[config.mk]
export PLATFORM = sky130hd
export DESIGN_NAME = pwm_dual_tick_gen
export DESIGN_NICKNAME = d
export VERILOG_FILES = /design/src/rtl/pwm_tick_pkg.sv /design/src/rtl/pwm_tick_prescaler.sv /design/src/rtl/pwm_tick_divider.sv /design/src/rtl/pwm_dual_tick_gen.sv
export SDC_FILE = /design/constraint.sdc
export NUM_CORES = 1
export LEC_CHECK = 0
export ABC_AREA = 1
export BUFFER_PORTS_ARGS = -buffer_cell sky130_fd_sc_hd__buf_2
export CAP_MARGIN = 20
export CORE_ASPECT_RATIO = 1.25
export CORE_MARGIN = 2
export CORE_UTILIZATION = 58
export CTS_CLUSTER_SIZE = 28
export DETAILED_ROUTE_END_ITERATION = 12
export PLACE_DENSITY = 0.88
export SLEW_MARGIN = 25
export SYNTH_ARGS = -nofsm -noshare
export SYNTH_HDL_FRONTEND = slang
export SYNTH_SLANG_ARGS = --single-unit
[constraint.sdc]
create_clock -name clk -period 2.8 [get_ports clk]
set_input_delay 0.28 -clock clk [delete_from_list [all_inputs] [get_ports clk]]
set_output_delay 0.28 -clock clk [all_outputs]
set_load 0.01 [all_outputs]
[src/rtl/pwm_tick_pkg.sv]
package pwm_tick_pkg;
  localparam int unsigned DIV_W_DEF   = 8;
  localparam int unsigned PRE_W_DEF   = 4;
  localparam int unsigned PRE_MAX_DEF = 10;
  localparam int unsigned HALF_W_DEF  = 16;
  localparam int unsigned NUM_GEN_DEF = 2;
  localparam int unsigned WORD_W_DEF  = HALF_W_DEF * NUM_GEN_DEF;
endpackage

[src/rtl/pwm_tick_prescaler.sv]
module pwm_tick_prescaler #(
  parameter int unsigned PRE_W   = pwm_tick_pkg::PRE_W_DEF,
  parameter int unsigned PRE_MAX = pwm_tick_pkg::PRE_MAX_DEF
) (
  input  logic             clk,
  input  logic             rst,
  input  logic             restart,
  input  logic             run,
  input  logic [PRE_W-1:0] pre_exp,
  output logic             pre_end
);
  localparam int unsigned CNT_W = (PRE_MAX > 0) ? PRE_MAX : 1;
  localparam int unsigned SH_W  = CNT_W + 1;

  logic [CNT_W-1:0] pc;
  logic [CNT_W-1:0] lim;
  logic [SH_W-1:0]  span;
  logic [PRE_W-1:0] pre_eff;

  // exponent saturates at PRE_MAX
  always_comb begin
    pre_eff = (pre_exp > PRE_W'(PRE_MAX)) ? PRE_W'(PRE_MAX) : pre_exp;
    span    = SH_W'(1) << pre_eff;
    lim     = CNT_W'(span - SH_W'(1));
    pre_end = run && (pc == lim);
  end

  always_ff @(posedge clk) begin
    if (rst || restart) begin
      pc <= '0;
    end else if (run) begin
      pc <= pre_end ? '0 : pc + 1'b1;
    end
  end

  AST_PRESC_IN_RANGE: assert property (@(posedge clk) disable iff (rst) (pc <= lim));
endmodule

[src/rtl/pwm_tick_divider.sv]
module pwm_tick_divider #(
  parameter int unsigned DIV_W = pwm_tick_pkg::DIV_W_DEF
) (
  input  logic             clk,
  input  logic             rst,
  input  logic             restart,
  input  logic             pre_end,
  input  logic [DIV_W-1:0] div,
  output logic             tick_q,
  output logic             half_q
);
  logic [DIV_W-1:0] dc;
  logic             phase;
  logic             last;

  assign last = (dc == (div - DIV_W'(1)));

  always_ff @(posedge clk) begin
    if (rst || restart) begin
      dc     <= '0;
      phase  <= 1'b0;
      tick_q <= 1'b0;
      half_q <= 1'b0;
    end else begin
      tick_q <= 1'b0;
      half_q <= 1'b0;
      if (pre_end) begin
        if (last) begin
          dc     <= '0;
          tick_q <= 1'b1;
          half_q <= phase;
          phase  <= ~phase;
        end else begin
          dc <= dc + 1'b1;
        end
      end
    end
  end

  AST_OFF_SILENT: assert property (@(posedge clk) disable iff (rst) (div == '0) |=> !tick_q);
  AST_HALF_ON_TICK: assert property (@(posedge clk) disable iff (rst) half_q |-> tick_q);
  AST_RESTART_QUIET: assert property (@(posedge clk) disable iff (rst) restart |=> (!tick_q && !half_q));
endmodule

[src/rtl/pwm_dual_tick_gen.sv]
module pwm_dual_tick_gen #(
  parameter int unsigned DIV_W   = pwm_tick_pkg::DIV_W_DEF,
  parameter int unsigned PRE_W   = pwm_tick_pkg::PRE_W_DEF,
  parameter int unsigned PRE_MAX = pwm_tick_pkg::PRE_MAX_DEF,
  parameter int unsigned HALF_W  = pwm_tick_pkg::HALF_W_DEF,
  parameter int unsigned NUM_GEN = pwm_tick_pkg::NUM_GEN_DEF,
  localparam int unsigned WORD_W = HALF_W * NUM_GEN
) (
  input  logic              clk,
  input  logic              rst,
  input  logic              mode_we,
  input  logic [WORD_W-1:0] mode_wdata,
  output logic [WORD_W-1:0] mode_word,
  output logic [NUM_GEN-1:0] tick,
  output logic [NUM_GEN-1:0] tick_half
);
  logic [WORD_W-1:0] mode_q;

  always_ff @(posedge clk) begin
    if (rst) begin
      mode_q <= '0;
    end else if (mode_we) begin
      mode_q <= mode_wdata;
    end
  end

  assign mode_word = mode_q;

  for (genvar g = 0; g < NUM_GEN; g++) begin : g_gen
    logic [HALF_W-1:0] half_now;
    logic [HALF_W-1:0] half_new;
    logic              restart;
    logic [DIV_W-1:0]  div;
    logic [PRE_W-1:0]  pre;
    logic              run;
    logic              pre_end;

    assign half_now = mode_q[g*HALF_W +: HALF_W];
    assign half_new = mode_wdata[g*HALF_W +: HALF_W];
    assign restart  = mode_we && (half_new != half_now);
    assign div      = half_now[DIV_W-1:0];
    assign pre      = half_now[DIV_W +: PRE_W];
    assign run      = (div != '0);

    pwm_tick_prescaler #(.PRE_W(PRE_W), .PRE_MAX(PRE_MAX)) u_pre (
      .clk(clk), .rst(rst), .restart(restart), .run(run),
      .pre_exp(pre), .pre_end(pre_end)
    );

    pwm_tick_divider #(.DIV_W(DIV_W)) u_div (
      .clk(clk), .rst(rst), .restart(restart), .pre_end(pre_end),
      .div(div), .tick_q(tick[g]), .half_q(tick_half[g])
    );

    AST_PULSE_ONE: assert property (@(posedge clk) disable iff (rst)
      (tick[g] && !(div == DIV_W'(1) && pre == '0) && !mode_we) |=> !tick[g]);
  end

  AST_MODE_LOAD: assert property (@(posedge clk) disable iff (rst) mode_we |=> (mode_q == $past(mode_wdata)));
  AST_MODE_CLEAR: assert property (@(posedge clk) rst |=> (mode_q == '0 && tick == '0 && tick_half == '0));
endmodule

==> summary.md, run 1 <==
| Metric | Value |
|---|---|
| Outcome | completed |
| Layout Cells excl Fill | just over 900 |
| CTS Root Buffer Type | clkbuf_8 |
| Initial antenna violation count | 0 |
| Post-DRT Antenna Nets | 0 |
| Largest cells by area after synthesis | dfxtp_1 (30%), nand2_1 (13%), nor2_1 (9.0%) |
| CP Max Fanout | 12 |
| Crit path to | g_gen[0].u_div.dc[3] |
| Final-stage net count | between 800 and 900 |
| Area delta synth->final | 12.3% |
| Drt drc | 0 |
| P per Cell Area | 493 mW/mm² |
| First-pass GRT wire length | between 20 and 25 mm |
| Fmax | 409 MHz |
| Startpoint types | register |
| Ys Warns | 0 |
| Post-Syn Area | roughly 0.005 mm² |
| DR pass1 iterations | 4 |
| Largest net degree at the start of global routing | 39 |
| DP Cell Count | approximately 900 |
| Clk sinks | 74 |
| CP endpoint kind | register |
| Worst flop-to-flop path startpoint | mode_word[9] |
| Post-route minimum period | about 2.4 ns |
| HP Class | input pin to register |
| Layout fillers | just over 700 |
| # hold bufs at CTS | 0 |
| Mapped Cells | 763 |
| Worst-path clk slew | 0.09 ns |
| Final Skew | between 0.01 and 0.015 ns |
| Hold Crit Start | mode_wdata[14] |
| Vias in the first global route | roughly 4600 |
| Starting Density | 60.4% |
| Max H-tree Level | 3 |
| Setup tns final | 0 ns |
| I/O pin total | 71 |
| CTS tree | built |
| Post-route cell area | roughly 0.0056 mm² |
| FP Rows | 37 |
| Share of the yosys chip area belonging to registers | a little under 30% |
| Synthesized flop and latch total | between 70 and 80 |
| Post-synthesis average cell area | about 6.6 µm² |
| All-Layer GR Usage | between 20 and 30% |
| IO buf count | 70 |
| ANT cells | 0 |
| Crit share post-route | between 80 and 90% |
| Final HPWL DP | 9.54 mm |
| Slew headroom | 65.4% |
| Initial DRC Count | 250 |
| Skew-Pair Late Insertion Delay | between 0.3 and 0.4 ns |
| Gates resized, CTS repair | 0 |
| Slew @ Worst Pin | around 0.52 ns |
| Final GP Congestion | around 0.94 |
| Grt ovf | 0 |
| Drt total wl | approximately 13 mm |
| Hold depth | 3 |
| Max_cap viols | 0 |
| Die Area | 0.00939 mm² |
| Post-synth top area share | approximately 30% |
| Via density | around 5.4 |
| Synth area leader | dfxtp_1 |
| Crit path DAT | 2.70 ns |
| Crit path launch | mode_word[9] |
| Setup violations, final | 0 |
| Average wire per standard cell | around 14 µm |
| Worst R2R Path Depth | 15 |
| Clock buffer depth | 2 |
| CTS Buf Count | 9 |
| Die Width | just under 90 µm |
| Layout cells sized above 1 | 16.7% |
| Syn nets | around 810 |
| Yosys cell types | 39 |
| Placed cell areas | ~0.0054 mm² |
| Final Max Tran Viols | 0 |
| Vias | between 5000 and 6000 |
| R2r setup slk | about 0.36 ns |
| Core ar. | 0.00829 mm² |
| Setup bufs post-CTS | 0 |
| P_leak | 2.61 nW |
| Die height | between 100 and 150 µm |
| Final hold vios | 0 |
| Crit path required time | ~3.1 ns |
| RSZ-0062 raised after global routing | no |
| Kind of critical path | register to register |
| R2r endpoint | g_gen[0].u_div.dc[3] |
| Worst ir drop on vdd | ~0.37 mV |
## stage by stage
stage / setup slack [ns] / hold slack, ns / power, mW / util (%)
floorplan: 0.664 / 0.415 / 1.59 / -
global placement: 0.360 / 0.432 / 1.73 / 64.8
detailed placement: 0.280 / 0.442 / 1.75 / 64.8
CTS: 0.220 / 0.158 / 2.77 / 67.7
global route: 0.143 / 0.168 / 2.91 / 67.7
finish: 0.355 / 0.162 / 2.77 / 67.7
## routing by layer
layer  routed length, µm  up-vias  track usage [%]
li1                    -     2554                -
met1                5260     2276             33.7
met2                6560      154             48.5
met3                 615       22             4.52
met4                 216        0             9.60
met5                   0        -                0
## report_power, final
group,switching [mW],leakage (nW),internal [mW]
Combinational,0.368,1.88,0.217
Sequential,0.0621,0.606,1.09
Clock,0.441,0.120,0.592
Total,0.871,2.61,1.90
## state kept, by name, indices dropped and copies added (netlist names)
register	flops
mode_word	32
g_gen.u_pre.pc	20
g_gen.u_div.dc	16
g_gen.u_div.half_q	2
g_gen.u_div.phase	2
g_gen.u_div.tick_q	2
## worst max-delay path, stage by stage (launching register included)
cell and delay (ns):
dfxtp_1 0.48, inv_2 0.11, nand4_1 0.14, ha_1 0.20, inv_1 0.06, or2_2 0.28, nand3_1 0.10, nand2_1 0.10
inv_1 0.07, nand2_1 0.05, nor2_1 0.14, nand3_2 0.13, nand2_2 0.24, nand2_2 0.12, nand2_1 0.09, nor2_1 0.04
## synthesized netlist by cell type, drive strengths merged
library cell / n
nand2: 177
nor2: 133
inv: 92
dfxtp: 74
nand3: 63
o21ai: 43
xor2: 39
a21oi: 35
xnor2: 24
nand4: 22
nor3: 13
buf: 10
ha: 10
clkbuf: 9
nand3b: 4
or2: 4
nor3b: 3
a21boi: 2
clkinv: 2
and2: 1
and3: 1
nor4: 1
o211ai: 1
## cells in the final DEF, fill, tap and decap left out, types with 10 or more instances in the layout
cell type	count
a21oi_1	34
buf_2	70
dfxtp_1	72
ha_1	10
inv_1	83
nand2_1	168
nand3_1	59
nand4_1	22
nor2_1	120
o21ai_0	40
xnor2_1	24
xor2_1	38
## worst min-delay path by stage
| stage | endpoint | slack, ns |
|---|---|---|
| floorplan | mode_word[12] | 0.41 |
| CTS | mode_word[23] | 0.16 |
| global placement | g_gen[1].u_div.phase | 0.43 |
| finish | mode_word[14] | 0.16 |
| global route | mode_word[12] | 0.17 |
| detailed placement | g_gen[1].u_div.phase | 0.44 |
## kinds of logic after synthesis
group,count (synthesis),synth area share (%)
and+or+nand+nor,422,38.7
AOI/OAI and AO/OA,81,8.48
adders and majority gates,10,2.50
buffers and inverters,113,9.56
xor gates and xnor gates,63,11.2
DFF,74,29.6
## cell type report
class | count | area [µm²] | area share [%]
multi-input combinational | 576 | 3040 | 54.2
sequential | 74 | 1480 | 26.4
timing repair buffer | 73 | 373 | 6.64
inverter | 94 | 354 | 6.31
clock buffer | 9 | 124 | 2.21
tap | 97 | 121 | 2.16
clock inverter | 7 | 116 | 2.07
Power figures use the tool's default switching activity.
==> run 2: changes to the inputs <==
- REMOVE_ABC_BUFFERS: unset -> 1
==> summary.md, run 2 (synthesis gave the netlist of run 1 again) <==
| Metric | Value |
|---|---|
| Outcome | completed |
| P_sw | 0.809 mW (-7.0%) |
| Reg power frac | 47.1% (+5.5 points) |
| Slew @ Worst Pin | 0.601 ns (+0.0837 ns) |
| Drt drc | 0 (unchanged) |
| Layout fillers | 731 (+1.8%) |
| Commonest non-fill, non-tap cell in the layout | nand2_1 |
| CP endpoint kind | register |
| Average wire per standard cell | 12.9 µm (-5.0%) |
| Max_cap viols | 0 (unchanged) |
| Worst flop-to-flop path startpoint | mode_word[11] |
| Crit path DAT | 2.65 ns (-0.05 ns) |
| First-pass GRT wire length | 20.1 mm (-2.7%) |
| Gates resized, CTS repair | 0 (unchanged) |
| Max reg flops | 32 (unchanged) |
| Most common cell on crit path | inv_1 |
| Final HPWL DP | 9.20 mm (-3.6%) |
| Final hold vios | 0 (unchanged) |
| Switching share of power | 33.0% (+1.6 points) |
| Core ar. | 0.00829 mm² (unchanged) |
| Clock buffer depth | 2 (unchanged) |
| Largest net degree at the start of global routing | 33 (-15%) |
| Crit-path cells | inv_2, nand4_1, ha_1, inv_1, or2_2, nand3_1, nand2_1, inv_1, nand2_1, nor2_1, nand3_2, nand2_2, nand2_2, inv_1, nor2_1 |
| Startpoint types | register |
| Fmax | 418 MHz (+2.2%) |
| Kind of critical path | register to register |
| Hold Crit Start | mode_wdata[30] |
| Crit path launch | mode_word[11] |
| Vias in the first global route | 4758 (+3.5%) |
| P_leak | 2.57 nW (-1.5%) |
| Bufs and invs on worst path | 4 (+1) |
| Slew headroom | 59.7% (-5.8 points) |
| CTS Root Buffer Type | clkbuf_8 |
| Post-DRT Antenna Nets | 0 (unchanged) |
| Final-stage net count | 873 (unchanged) |
| Critical path depth in cells | 15 (unchanged) |
| Final Max Tran Viols | 0 (unchanged) |
| Final Skew | 0.00852 ns (-0.00580 ns) |
| Int Pwr | 1.64 mW (-14%) |
| DR pass1 iterations | 5 (+1) |
| IO buf count | 70 (unchanged) |
| Die Width | 87.1 µm (unchanged) |
| CTS Buf Count | 9 (unchanged) |
| Via density | 5.44 (+1.0%) |
| Clock share of power | 29.4% (-7.9 points) |
| Max H-tree Level | 3 (unchanged) |
| Crit share post-route | 85.5% (-1.8 points) |
| Pwr Total | 2.45 mW (-12%) |
| FP Rows | 37 (unchanged) |
| Setup tns final | 0 ns (unchanged) |
| Worst-path clk slew | 0.07 ns (-0.02 ns) |
| Initial DRC Count | 255 (+2.0%) |
| CP Max Fanout | 13 (+1) |
| R2r setup slk | 0.41 ns (+0.05 ns) |
| # hold bufs at CTS | 0 (unchanged) |
| Drt total wl | 12.0 mm (-5.2%) |
| ANT cells | 0 (unchanged) |
| Gate power share | 23.5% (+2.4 points) |
| I/O pin total | 71 (unchanged) |
| Crit path required time | 3.06 ns (about the same) |
| Clk sinks | 74 (unchanged) |
| Hold depth | 3 (unchanged) |
| Die Area | 0.00939 mm² (unchanged) |
| Grt ovf | 0 (unchanged) |
| Commonest cells after routing, fill and taps aside | nand2_1 (168), nor2_1 (120), inv_1 (83), dfxtp_1 (72), buf_2 (70) |
| Layout cells sized above 1 | 16.4% (-0.32 points) |
| Worst R2R Path Depth | 15 (unchanged) |
| RSZ-0062 raised after global routing | no |
| Post-route minimum period | 2.39 ns (-0.0515 ns) |
| Worst ir drop on vdd | 0.267 mV (-28%) |
| Final GP Congestion | 0.877 (-6.6%) |
| Skew-Pair Late Insertion Delay | 0.36 ns (about the same) |
| Vias | 5047 (+0.82%) |
| CTS tree | built |
| CP top delay family | simple AND/OR/NAND/NOR gates |
| Setup violations, final | 0 (unchanged) |
| Area delta synth->final | 10.6% |
| Die height | 108 µm (unchanged) |
| Starting Density | 60.4% (unchanged) |
| Crit-path slowest cell | dfxtp_2 |
| Initial antenna violation count | 0 (unchanged) |
| HP Class | input pin to register |
| Slowest cell delay on critical path | 0.50 ns (+0.02 ns) |
| P per Cell Area | 443 mW/mm² (-10%) |
| Setup bufs post-CTS | 0 (unchanged) |
| All-Layer GR Usage | 26.5% (-1.2 points) |
==> run 2: worst paths after layout <==
path | endpoint
worst max-delay path | g_gen[0].u_div.dc[0]
worst min-delay path | mode_word[30]
worst min register to register | g_gen[0].u_div.half_q
worst max register to register | g_gen[0].u_div.dc[0]
==> run 2: final cells by class <==
class,instances,area [µm²],area share [%]
multi-input cells,576,3040,55.0
repair buffers,73,373,6.74
clock inverters,3,17.5,0.317
well taps,97,121,2.19
flip-flops and latches,74,1480,26.8
inverters,94,354,6.40
clock buffers,11,141,2.56
==> run 2: per-stage QoR <==
stage | setup slack (ns) | utilization, % | hold slack, ns | instances | area, µm²
floorplan | 0.512 | - | 0.372 | 744 | 4880
global placement | 0.374 | 64.8 | 0.433 | 914 | 5370
detailed placement | 0.286 | 64.8 | 0.448 | 914 | 5370
CTS | 0.254 | 66.7 | 0.160 | 928 | 5530
global route | 0.148 | 66.8 | 0.179 | 928 | 5530
finish | 0.407 | 66.8 | 0.165 | 928 | 5530
==> run 2: power groups by stage <==
stage                     clock network (mW)  registers (mW)  logic (mW)
final                                  0.721            1.15       0.576
after global routing                   0.775            1.16       0.650
after global placement                     0            1.17       0.551
after CTS                              0.735            1.15       0.573
after floorplan                            0            1.18       0.396
after detailed placement                   0            1.18       0.567
==> run 2: worst min-delay path: stages <==
cell,delay [ns]
buf_2,0.09
nor2_1,0.04
nor2_1,0.08
==> run 2: per-layer routing <==
metal  vias up  track usage [%]  share of wire [%]  wire length (µm)
li1       2558                -                  -                 -
met1      2334             30.2                 42              5050
met2       125             47.3                 51              6110
met3        30             5.06                3.8               452
met4         0             11.3                3.1               371
met5         -                0                  0                 0
==> run 3: changes to the inputs <==
--- a/config.mk
+++ b/config.mk
@@ -6,13 +6,15 @@
 export NUM_CORES = 1
 export LEC_CHECK = 0
-export ABC_AREA = 1
+export ABC_AREA = 0
 export BUFFER_PORTS_ARGS = -buffer_cell sky130_fd_sc_hd__buf_2
 export CAP_MARGIN = 20
+export CELL_PAD_IN_SITES_DETAIL_PLACEMENT = 0
+export CELL_PAD_IN_SITES_GLOBAL_PLACEMENT = 1
 export CORE_ASPECT_RATIO = 1.25
 export CORE_MARGIN = 2
-export CORE_UTILIZATION = 58
+export CORE_UTILIZATION = 42
 export CTS_CLUSTER_SIZE = 28
 export DETAILED_ROUTE_END_ITERATION = 12
-export PLACE_DENSITY = 0.88
+export PLACE_DENSITY = 0.87
 export REMOVE_ABC_BUFFERS = 1
 export SLEW_MARGIN = 25
==> constraint.sdc (replaced) <==
create_clock -name clk -period 2.8 [get_ports clk]
set_input_delay 0.28 -clock clk [delete_from_list [all_inputs] [get_ports clk]]
set_output_delay 0.28 -clock clk [all_outputs]
set_load 0.1 [all_outputs]
==> summary.md, run 3 <==
| Metric | Value |
|---|---|
| Post-synthesis mux area share | 7.46% (+7.5 points) |
| Setup tns final | -1.01 ns (-1.01 ns) |
| Yosys cell types | 54 (+38%) |
| P_leak | 2.50 nW (-2.7%) |
| DR pass1 iterations | 8 (+3) |
| Post-route minimum period | 3.02 ns (+0.630 ns) |
| Final-stage net count | 690 (-21%) |
| CTS Root Buffer Type | clkbuf_16 |
| Setup violations, final | 15 (+15) |
| Die height | 121 µm (+12%) |
| Vias in the first global route | 4170 (-12%) |
| Clk sinks | 74 (unchanged) |
| Pwr Total | 3.20 mW (+31%) |
| Crit path DAT | 3.28 ns (+0.63 ns) |
| Ys Warns | 0 (unchanged) |
| Crit share post-route | 108% (+22 points) |
| Synthesized flop and latch total | 74 (unchanged) |
| Kind of critical path | register to register |
| Startpoint types | register |
| Skew-Pair Late Insertion Delay | 0.33 ns (-0.03 ns) |
| Via density | 5.43 (about the same) |
| Slew @ Worst Pin | 0.488 ns (-0.113 ns) |
| Largest cells by area after synthesis | dfxtp_1 (32%), xor2_1 (12%), mux2i_1 (7.5%) |
| Outcome | finished with violations |
| First-pass GRT wire length | 19.0 mm (-5.6%) |
| Fin worst setup slack | -0.223 ns (-0.630 ns) |
| Synth area leader | dfxtp_1 |
| Max_cap viols | 0 (unchanged) |
| Post-DRT Antenna Nets | 0 (unchanged) |
| Post-Synth Simple-Gate Area | 26.5% (-12 points) |
| Core ar. | 0.0106 mm² (+28%) |
| All-Layer GR Usage | 19.4% (-7.0 points) |
| Layout Cells excl Fill | 782 (-16%) |
| Largest net degree at the start of global routing | 23 (-30%) |
| Crit path launch | mode_word[8] |
| CP Max Fanout | 6 (-7) |
| FP Rows | 42 (+14%) |
| Drt total wl | 11.3 mm (-5.5%) |
| Max H-tree Level | 3 (unchanged) |
| Final GP Congestion | 0.880 (+0.36%) |
| IO buf count | 70 (unchanged) |
| Initial DRC Count | 196 (-23%) |
| Starting Density | 43.0% (-17 points) |
| CP endpoint kind | register |
| Die Area | 0.0117 mm² (+25%) |
| Drt drc | 0 (unchanged) |
| Worst R2R Path Depth | 11 (-4) |
| DP Cell Count | 761 (-17%) |
| Worst hold margin | 0.213 ns (+0.0481 ns) |
| Post-synth top area share | 32.5% (+2.8 points) |
| Grt ovf | 0 (unchanged) |
| Area delta synth->final | 25.5% |
| Most frequent cell after synthesis | nor2_1 |
| Die Width | 97.2 µm (+12%) |
| CTS Buf Count | 9 (unchanged) |
| Final HPWL DP | 8.36 mm (-9.1%) |
| Clock buffer depth | 2 (unchanged) |
| Post-synthesis xor/xnor area fraction | 14.6% (+3.4 points) |
| RSZ-0062 raised after global routing | yes |
| CTS tree | built |
| ANT cells | 0 (unchanged) |
| Post-synth top flop | dfxtp_1 |
| Crit path to | g_gen[0].u_div.dc[5] |
| Final Util | 54.0% (-13 points) |
| Synth Area in Adders | 2.74% (+0.24 points) |
| Worst ir drop on vdd | 0.305 mV (+14%) |
| Worst flop-to-flop path startpoint | mode_word[8] |
| Dpl ws | -0.388 ns (-0.674 ns) |
| Share of the yosys chip area belonging to registers | 32.5% (+2.8 points) |
| Commonest cells after routing, fill and taps aside | dfxtp_1 (70), buf_2 (70), nor2_1 (67), xor2_1 (62), nand2_1 (36) |
| Synth Area in Compound Gates | 11.5% (+3.0 points) |
| Initial antenna violation count | 0 (unchanged) |
| Layout cells sized above 1 | 24.8% (+8.4 points) |
| R2r setup slk | -0.22 ns (-0.63 ns) |
| Crit path required time | 3.05 ns (about the same) |
| Worst-path clk slew | 0.07 ns (about the same) |
| Post-synth EDFFs | 0 (unchanged) |
| Final Skew | 0.0116 ns (+0.00313 ns) |
| Vias | 4249 (-16%) |
| Top post-synthesis cells by count | nor2_1 (75), dfxtp_1 (74), xor2_1 (62), nand2_1 (39), mux2i_1 (34) |
| I/O pin total | 71 (unchanged) |
| Failing checks | setup timing |
| Async S/R FF share, synth | 0% (unchanged) |
| Final hold vios | 0 (unchanged) |
| Fmax | 331 MHz (-21%) |
| Post-synthesis average cell area | 8.06 µm² (+23%) |
| R2r endpoint | g_gen[0].u_div.dc[5] |
| Average wire per standard cell | 14.5 µm (+12%) |
| Post-Syn Area | 0.00456 mm² (-8.8%) |
| Main combinational cell family by area after synthesis | simple AND/OR/NAND/NOR gates |
| Mapped Cells | 566 (-26%) |
| Final Max Tran Viols | 0 (unchanged) |
| Slew headroom | 67.0% (+7.3 points) |
| Post-route cell area | 0.00573 mm² (+3.5%) |
| HP Class | input pin to register |
| Max reg flops | 32 (unchanged) |
| P per Cell Area | 559 mW/mm² (+26%) |
| Placed cell areas | 0.00516 mm² (-4.0%) |
| # hold bufs at CTS | 0 (unchanged) |
-- run 3: changes by cell type after synthesis, sizes merged, moves of 13 or more --
cell / previous run / this run
nand3: 63 / 31
xor2: 39 / 62
mux2i: 0 / 34
o21ai: 43 / 15
nand2: 177 / 39
nor4: 1 / 14
nor2: 133 / 75
clkbuf: 9 / 33
inv: 92 / 10
-- run 3: routing by layer --
metal | vias up | share of wire (%) | wire [µm] | GRT usage (%)
li1 | 2139 | - | - | -
met1 | 2005 | 42 | 4770 | 23.2
met2 | 91 | 53 | 5960 | 34.7
met3 | 14 | 3.9 | 440 | 3.76
met4 | 0 | 1.5 | 167 | 7.12
met5 | - | 0 | 0 | 0
-- run 3: worst min path at each step --
stage	cells after the start	slack [ns]	startpoint	to
2_1_floorplan	1	0.35	rst	mode_word[0]
3_3_place_gp	2	0.44	g_gen[1].u_div.phase	g_gen[1].u_div.half_q
3_5_place_dp	2	0.45	g_gen[1].u_div.phase	g_gen[1].u_div.half_q
4_1_cts	3	0.21	mode_wdata[3]	mode_word[3]
5_1_grt	3	0.21	mode_wdata[6]	mode_word[6]
6_report	3	0.21	mode_wdata[25]	mode_word[25]
-- run 3: layout make-up --
class | instances | area [µm²]
Clock inverter | 6 | 114
Tap cell | 132 | 165
Inverter | 10 | 37.5
Timing Repair Buffer | 109 | 673
Sequential cell | 74 | 1490
Clock buffer | 10 | 239
Multi-Input combinational cell | 441 | 3010
Fill cell | 1000 | 4890
-- run 3: worst max-delay path, stage by stage (launching register included) --
cell and delay, ns:
dfxtp_2 0.33, or4_4 0.56, ha_4 0.19, buf_6 0.13, buf_6 0.13, nor4_4 0.15, a21o_1 0.11, a22oi_1 0.07
xnor2_1 0.18, or3_4 0.42, or4b_1 0.53, a31oi_1 0.15
-- run 3: cell families after synthesis --
| family | count (synthesis) |
|---|---|
| adder cells (fa/ha/maj) | 10 |
| flip-flops | 74 |
| buffers and inverters | 51 |
| multiplexers | 34 |
| AO/OA/AOI/OAI | 83 |
| XOR/XNOR | 76 |
| AND/OR/NAND/NOR | 238 |
-- run 3: repair_timing --
action	4_1_cts	5_1_grt
pin swaps	17	7
resized for setup	26	19
buffers inserted	5	0
endpoints found under the setup margin	19	41
-- run 3: where the power goes --
group / total [mW] / switching [mW] / leakage, nW / internal [mW]
registers: 1.12 / 0.0388 / 0.604 / 1.09
logic: 0.726 / 0.471 / 1.73 / 0.255
clock network: 1.35 / 0.455 / 0.165 / 0.896
total: 3.20 / 0.965 / 2.50 / 2.24
